==> src/rtl/hsc_pkg.sv <==
`timescale 1ns/1ps
package hsc_pkg;
  localparam int NUM_BTN = 4;

  // Bit positions of the buttons inside the packed button vector
  localparam int BTN_START = 0;
  localparam int BTN_STOP  = 1;
  localparam int BTN_STEP  = 2;
  localparam int BTN_CLEAR = 3;

  // Registered outputs of the controller
  typedef struct packed {
    logic run;
    logic step;
    logic clear;
  } ctrl_t;
endpackage

==> src/rtl/hsc_btn_edge.sv <==
`timescale 1ns/1ps
// Synchronizes one raw button level and flags its rising edge for one cycle.
module hsc_btn_edge #(
  parameter int SYNC_STAGES = 2
) (
  input  logic clk,
  input  logic rst,
  input  logic btn_i,
  output logic rise_o
);
  localparam int MSB = SYNC_STAGES - 1;

  logic [MSB:0] sync_q;
  logic         prev_q;

  always_ff @(posedge clk) begin
    if (rst) begin
      sync_q <= '0;
      prev_q <= 1'b0;
    end else begin
      sync_q <= {sync_q[MSB-1:0], btn_i};
      prev_q <= sync_q[MSB];
    end
  end

  assign rise_o = sync_q[MSB] & ~prev_q;
endmodule

==> src/rtl/hsc_ctrl.sv <==
`timescale 1ns/1ps
// Turns button edges into a set/reset run flag and one-cycle step/clear pulses.
module hsc_ctrl
  import hsc_pkg::*;
(
  input  logic               clk,
  input  logic               rst,
  input  logic [NUM_BTN-1:0] rise_i,
  output ctrl_t              ctrl_o
);
  ctrl_t ctrl_q;

  always_ff @(posedge clk) begin
    if (rst) begin
      ctrl_q <= '0;
    end else begin
      // stop takes precedence over start
      if (rise_i[BTN_STOP])
        ctrl_q.run <= 1'b0;
      else if (rise_i[BTN_START])
        ctrl_q.run <= 1'b1;
      ctrl_q.step  <= rise_i[BTN_STEP];
      ctrl_q.clear <= rise_i[BTN_CLEAR];
    end
  end

  assign ctrl_o = ctrl_q;
endmodule

==> src/rtl/hsc_tick.sv <==
`timescale 1ns/1ps
// Divide-by-DIV tick: one-cycle enable every DIV cycles, phase restarted by restart_i.
module hsc_tick #(
  parameter int DIV = 100_000_000
) (
  input  logic clk,
  input  logic rst,
  input  logic restart_i,
  output logic tick_o
);
  localparam int            CW   = (DIV > 1) ? $clog2(DIV) : 1;
  localparam logic [CW-1:0] LAST = CW'(DIV - 1);

  logic [CW-1:0] cnt_q;

  always_ff @(posedge clk) begin
    if (rst || restart_i)
      cnt_q <= '0;
    else if (cnt_q == LAST)
      cnt_q <= '0;
    else
      cnt_q <= cnt_q + CW'(1);
  end

  assign tick_o = (cnt_q == LAST);
endmodule

==> src/rtl/hsc_hex_count.sv <==
`timescale 1ns/1ps
// Wrapping counter with clear priority and a registered terminal-count flag.
module hsc_hex_count #(
  parameter int W = 4
) (
  input  logic         clk,
  input  logic         rst,
  input  logic         clear_i,
  input  logic         step_i,
  input  logic         tick_i,
  input  logic         run_i,
  output logic [W-1:0] count_o,
  output logic         term_o
);
  logic [W-1:0] cnt_q;
  logic [W-1:0] cnt_nxt;
  logic         term_q;
  logic         advance;

  // step and timed tick merge into a single increment
  assign advance = step_i | (tick_i & run_i);

  always_comb begin
    if (clear_i)
      cnt_nxt = '0;
    else if (advance)
      cnt_nxt = cnt_q + W'(1);
    else
      cnt_nxt = cnt_q;
  end

  always_ff @(posedge clk) begin
    if (rst) begin
      cnt_q  <= '0;
      term_q <= 1'b0;
    end else begin
      cnt_q  <= cnt_nxt;
      term_q <= (cnt_nxt == '1);
    end
  end

  assign count_o = cnt_q;
  assign term_o  = term_q;
endmodule

==> src/rtl/hex_step_counter.sv <==
`timescale 1ns/1ps
module hex_step_counter
  import hsc_pkg::*;
#(
  parameter int CNT_W       = 4,
  parameter int TICK_DIV    = 100_000_000,
  parameter int SYNC_STAGES = 2
) (
  input  logic             clk,
  input  logic             rst,
  input  logic             btn_start,
  input  logic             btn_stop,
  input  logic             btn_step,
  input  logic             btn_clear,
  output logic [CNT_W-1:0] count,
  output logic             term_cnt,
  output logic             running
);
  logic [NUM_BTN-1:0] btn_raw;
  logic [NUM_BTN-1:0] btn_rise;
  ctrl_t              ctrl;
  logic               tick;

  assign btn_raw[BTN_START] = btn_start;
  assign btn_raw[BTN_STOP]  = btn_stop;
  assign btn_raw[BTN_STEP]  = btn_step;
  assign btn_raw[BTN_CLEAR] = btn_clear;

  for (genvar i = 0; i < NUM_BTN; i++) begin : g_btn
    hsc_btn_edge #(.SYNC_STAGES(SYNC_STAGES)) u_edge (
      .clk    (clk),
      .rst    (rst),
      .btn_i  (btn_raw[i]),
      .rise_o (btn_rise[i])
    );
  end

  hsc_ctrl u_ctrl (
    .clk    (clk),
    .rst    (rst),
    .rise_i (btn_rise),
    .ctrl_o (ctrl)
  );

  hsc_tick #(.DIV(TICK_DIV)) u_tick (
    .clk       (clk),
    .rst       (rst),
    .restart_i (ctrl.clear),
    .tick_o    (tick)
  );

  hsc_hex_count #(.W(CNT_W)) u_count (
    .clk     (clk),
    .rst     (rst),
    .clear_i (ctrl.clear),
    .step_i  (ctrl.step),
    .tick_i  (tick),
    .run_i   (ctrl.run),
    .count_o (count),
    .term_o  (term_cnt)
  );

  assign running = ctrl.run;
endmodule

==> config.mk <==
export PLATFORM = sky130hd
export DESIGN_NAME = hex_step_counter
export DESIGN_NICKNAME = d
export VERILOG_FILES = /design/src/rtl/hsc_pkg.sv /design/src/rtl/hsc_btn_edge.sv /design/src/rtl/hsc_ctrl.sv /design/src/rtl/hsc_tick.sv /design/src/rtl/hsc_hex_count.sv /design/src/rtl/hex_step_counter.sv
export SDC_FILE = /design/constraint.sdc
export NUM_CORES = 1
export LEC_CHECK = 0
export ABC_AREA = 1
export BUFFER_PORTS_ARGS = -buffer_cell sky130_fd_sc_hd__buf_4
export CORE_MARGIN = 2
export CORE_UTILIZATION = 55
export DETAILED_ROUTE_END_ITERATION = 8
export PLACE_DENSITY_LB_ADDON = 0.2
export SLEW_MARGIN = 15
export SYNTH_ARGS = -nofsm -noshare
export SYNTH_HDL_FRONTEND = slang
export SYNTH_SLANG_ARGS = --single-unit
export TNS_END_PERCENT = 10
==> constraint.sdc <==
create_clock -name clk -period 2.1 [get_ports clk]
set_clock_uncertainty 0.2 [all_clocks]
set_input_delay 0.105 -clock clk [delete_from_list [all_inputs] [get_ports clk]]
set_output_delay 0.105 -clock clk [all_outputs]
set_load 0.1 [all_outputs]
=== Word level (Yosys, flattened, before mapping) ===
Cells that the tools add are included.

* Register bits: 47
* Input port bits: 6
* Output and inout port bits: 6
* Word-level logic and storage cells: 33

* $add $sub $neg: 2
* Equal/unequal tests: 2
* Muxes and demuxes: 2
* Bitwise gates (word level): 10
* Reductions and logical operators: 3

{| class="wikitable"
|+ Operators by type and width
! operator !! count
|-
| 27-bit by 1-bit adder with 27-bit output, second input constant || 1
|-
| 27-bit equality test, second input constant || 1
|-
| 4-bit 2-to-1 mux || 2
|-
| 1-bit AND || 5
|-
| 4-bit by 1-bit adder with 4-bit output, second input constant || 1
|-
| 4-bit equality test, second input constant || 1
|-
| 1-bit inverter || 4
|-
| 2-bit OR reduction || 2
|-
| 1-bit logical OR || 1
|-
| 1-bit OR || 1
|}

=== Logic depth before layout (Yosys ltp) ===
* Word-level depth: 6
* Depth in mapped cells: 11
* Mapped depth without buffers: 11

=== Hierarchy ===
Synthesis repeated with hierarchy kept, for this count alone.

* Cell total of the unflattened synthesis: 345
* Area, all modules: 2247.2 sq um

{| class="wikitable"
|+ Modules (own cells, without submodules)
! module !! times used !! cells an instance !! area an instance (sq um) !! sequential area each (sq um)
|-
| hsc_tick || 1 || 255 || 1536.5 || 540.5
|-
| hsc_btn_edge || 4 || 10 || 86.3 || 60.1
|-
| hsc_hex_count || 1 || 38 || 269.0 || 100.1
|-
| hsc_ctrl || 1 || 12 || 96.3 || 60.1
|}

=== Worst setup path after synthesis ===
Ideal clock, no wire load.

* Kind: register to register
* Start point: reg u_count.cnt_q[2], in the netlist u_count.count_o[2]
* End point: reg u_count.term_q, in the netlist u_count.term_o
* Setup time: 0.111 ns
* Arrival time: 1.619 ns
* Data required time: 1.789 ns
* Slack: 0.169 ns
* Stages on the path, launching flop included: 7
* Path buffers: 0
* Period minus slack after synthesis: 1.931 ns
* Cell sequence: dfxtp_1 nand3_1 xor2_1 a21oi_1 nor2_2 nand2_1 nor2_1

* Cells in the longest elaborated chain, start to end: 4

{| class="wikitable"
|+ Ends and longest elaborated chain
! element !! RTL line !! source
|-
| start, declared || hsc_hex_count.sv:15 || <nowiki>logic [W-1:0] cnt_q;</nowiki>
|-
| start signal, assigned || hsc_hex_count.sv:37 || <nowiki>cnt_q <= cnt_nxt;</nowiki>
|-
| 4-bit by 1-bit adder with 4-bit output || hsc_hex_count.sv:27 || <nowiki>cnt_nxt = cnt_q + W'(1);</nowiki>
|-
| 4-bit 2-to-1 mux * || hsc_hex_count.sv:26 || <nowiki>else if (advance)</nowiki>
|-
| 4-bit 2-to-1 mux * || hsc_hex_count.sv:24 || <nowiki>if (clear_i)</nowiki>
|-
| 4-bit equality test * || hsc_hex_count.sv:38 || <nowiki>term_q <= (cnt_nxt == '1);</nowiki>
|-
| end signal, assigned || hsc_hex_count.sv:38 ||
|-
| end, declared || hsc_hex_count.sv:17 || <nowiki>logic term_q;</nowiki>
|}

Mark *: on every way between the ends. The rest lies on a longest branch, timed or not.
A chain may end at the register's enable or synchronous reset.

=== Final worst setup path ===
* Start point: reg u_tick.cnt_q[0]
* End point: reg u_tick.cnt_q[9]

* Cells in the longest elaborated chain, start to end: 2
* Elaborated cells on any way between the ends: 3
* Classes of those cells: add/sub: 1; eq/ne: 1; reduce/logical: 1

{| class="wikitable"
|+ Ends and longest elaborated chain
! element !! RTL line !! source
|-
| start, declared || hsc_tick.sv:14 || <nowiki>logic [CW-1:0] cnt_q;</nowiki>
|-
| start signal, assigned || hsc_tick.sv:22 || <nowiki>cnt_q <= cnt_q + CW'(1);</nowiki>
|-
| parallel branches: the longest is 2 deep, another holds 27-bit by 1-bit adder with 27-bit output || n/a ||
|}

Several ways; the timed one is not identified.

==> impl_metrics.csv <==
group,metric,value,unit
status,status,"finished, final reports clean",
cts,cts_hold_buf,9,
power,peakVddDrop,0.5304,mV
grt,grt_max_degree,20,
synthesis,yosysMostFrequentCell,"nor2_1",
synthesis,synth_area_leaders,"dfxtp_1, nor2_1, nand2_1",
synthesis,synthArstFlopShare,0,%
worst_hold_path,hp-class,"reg2reg",
cts,cts-root-buf,"clkbuf_8",
worst_hold_path,holdPathEnd,"u_ctrl.ctrl_o[1]",
placed_design,dp.cells,340,
setup_path,r2r-end,"u_tick.cnt_q[9]",
setup_path,worstSetupEndpointType,"flip-flop",
synthesis,yosysTopAreaCell,"dfxtp_1",
die,io-pin-count,12,
setup_path,crit_type,"reg2reg",
sta,min_period_over_period,90.31,%
synthesis,synth.cell_area,2121,um^2
grt,grt_pass1_vias,1685,
worst_hold_path,holdCritStartpoint,"g_btn[2].u_edge.prev_q",
synthesis,syn_inst,283,
synthesis,ys.flop_type,"dfxtp_1",
cts,cts_sinks,47,
synthesis,synth_cell_type_count,31,
cts,ctsResizeCount,0,
placed_design,dp_hpwl,2827,um
sta,hold_ws,0.1863,ns
die,die_h,66.10,um
synthesis,ys_warn_count,0,
die,die_w,66.10,um
cts,path_clk_slew,0.09,ns
setup_path,crit_required,2.10,ns
power,p_leak,0.9828,nW
synthesis,syn_nets,291,
cells_and_area,drive_gt1_share,15.53,%
flow_run,maxCapViolCount,0,
sta,hold_viol_final,0,
setup_path,cp.arrival,1.90,ns
cts,clock_latency,0.31,ns
cts,cts_setup_buffers,0,
sta,final-setup-viol-count,0,
synthesis,synth_commonest_cells,"nor2_1, nand2_1, dfxtp_1",
setup_path,reg2regPathDepth,9,
cts,numCtsBuffers,5,
synthesis,synth_edf_count,0,
synthesis,syn_avg_cell_area,7.494,um^2
cells_and_area,final_cells,357,
cts,htreeDepth,2,
detailed_routing,drt-pass1-iter-count,4,
power,powerDensity,650.9,nW/um^2
setup_path,r2r_slack,0.20,ns
detailed_routing,viasPerCell,4.779,
synthesis,synth_top_area_share,44.37,%
synthesis,ys_seq_elements,47,
setup_path,startpoint_type,"flip-flop",
detailed_routing,drt-initial-drc-count,66,
synthesis,ys_seq_area_share,44.37,%
cells_and_area,stdcell_area,2439,um^2
setup_path,critPathMaxFanout,12,
cts,clk_path_buf_depth,2,
cells_and_area,area_growth,14.99,%
grt,grt_pass1_wl,6927,um
grt,antenna_found_initial,0,
sta,setup_tns,0,ns
setup_path,r2r_start,"u_tick.cnt_q[0]",
detailed_routing,routed_wl,3833,um
detailed_routing,ant_nets,0,
worst_hold_path,whs_path_depth,1,
cells_and_area,nNetsFinal,316,
sta,slew_headroom,72.42,%
sta,fin_crit,1.897,ns
die,start_util,57.50,%
die,die-area,4369,um^2
die,rows,22,
sta,grt_setup_unrepaired,"no",
cells_and_area,diodes,0,
sta,drv_slew,0,
die,core_area,3689,um^2
cells_and_area,final_core_util,66.11,%
grt,grt_usage,21.16,%
grt,grt-ovfl-total,0,
placed_design,port_buffers,11,
detailed_routing,wl_per_cell,10.74,um
sta,max_freq,527.3,MHz
cts,cts_tree,"built",
placed_design,placed_cell_area,2252,um^2
placed_design,gp_congestion,0.8664,
sta,worst_slew_pin_slew,0.4126,ns
detailed_routing,via_count,1706,
cells_and_area,fillerInstances,340,
detailed_routing,drc,0,
==> layer usage <==
| metal | wire [um] | track usage (%) |
|---|---|---|
| met1 | 1826 | 25.24 |
| met2 | 1778 | 34.38 |
| met3 | 115 | 6.985 |
| met4 | 112 | 9.694 |
| met5 | 0 | 0 |
==> through the flow <==
step / setup WS [ns] / total power [mW]
finish: 0.2035 / 1.587
floorplan: 0.1693 / 0.9959
global route: 0.03743 / 1.656
detailed placement: 0.2018 / 1.016
CTS: 0.1896 / 1.607
global placement: 0.2526 / 1.013
==> kinds of logic (layout without fill, tap and decap cells) <==
kind of cell | Yosys count | in the layout | synth area share, %
compound gates | 14 | 14 | 3.540
flops | 47 | 47 | 44.37
fa+ha+maj | 2 | 2 | 1.180
buf+inv | 46 | 72 | 8.673
xor+xnor | 10 | 10 | 4.130
simple gates | 164 | 164 | 38.11
==> placed cells by master (no fill, tap or decap) <==
cell type	synthesis	final
buf_4	1	13
inv_8	0	1
nor4_1	2	2
nand3_1	15	15
dfxtp_1	47	47
ha_1	2	2
nand3_2	1	1
clkinvlp_4	0	1
clkbuf_8	0	5
or2_2	1	1
o21a_1	1	1
nor3_1	13	13
or2_0	1	1
nand2_4	1	1
inv_1	36	36
a21oi_1	12	12
nor2_1	54	54
nor2_2	4	4
dlygate4sd3_1	0	9
nand4_2	1	1
nor3b_2	3	3
nor4b_2	1	1
nor3b_1	1	1
inv_6	0	1
nand2_1	52	52
xnor2_1	3	3
inv_2	6	6
nand4_1	5	5
nand2_2	2	2
nor2_4	4	4
nand3_4	1	1
o21bai_1	1	1
xor2_1	7	7
nor3_2	2	2
==> report_power, final <==
part | leakage (nW) | switching [mW] | internal (mW)
clock | 0.0467 | 0.333 | 0.247
sequential | 0.382 | 0.00890 | 0.908
combinational | 0.555 | 0.0540 | 0.0366
total | 0.983 | 0.396 | 1.19
==> area by class of cell <==
| cell class | count | area [um^2] | area share [%] |
|---|---|---|---|
| Multi-Input combinational cell | 190 | 996.0 | 40.84 |
| Sequential cell | 47 | 940.9 | 38.58 |
| Timing Repair Buffer | 22 | 187.7 | 7.696 |
| Inverter | 42 | 157.7 | 6.465 |
| Clock buffer | 5 | 68.82 | 2.822 |
| Tap cell | 48 | 60.06 | 2.463 |
| Clock inverter | 3 | 27.53 | 1.129 |
==> worst max-delay path by stage <==
| stage | start | to | slack [ns] | depth (start not counted) |
|---|---|---|---|---|
| final | u_tick.cnt_q[0] | u_tick.cnt_q[9] | 0.20 | 9 |
| after global routing | u_tick.cnt_q[0] | u_count.term_o | 0.04 | 11 |
| after CTS | u_tick.cnt_q[0] | u_tick.cnt_q[9] | 0.19 | 9 |
| after detailed placement | u_tick.cnt_q[0] | u_tick.cnt_q[9] | 0.20 | 9 |
| after global placement | u_tick.cnt_q[0] | u_tick.cnt_q[9] | 0.25 | 9 |
| after floorplan | u_count.count_o[2] | u_count.term_o | 0.17 | 6 |
==> registers in the layout, indices dropped and copies added, names as in the netlist <==
register             count
g_btn.u_edge.prev_q      4
g_btn.u_edge.sync_q      8
u_count.count_o          4
u_count.term_o           1
u_ctrl.ctrl_o            3
u_tick.cnt_q            27
==> critical path, stage by stage, from the launching register on <==
cell and delay (ns):
dfxtp_1 0.36, ha_1 0.20, nand2_2 0.09, nor2_4 0.13, nand2_4 0.10, nor2_4 0.14
nand2_1 0.10, nand2_2 0.17, buf_4 0.22, nor3_1 0.07
No activity file was read; power rests on OpenSTA's default activity.
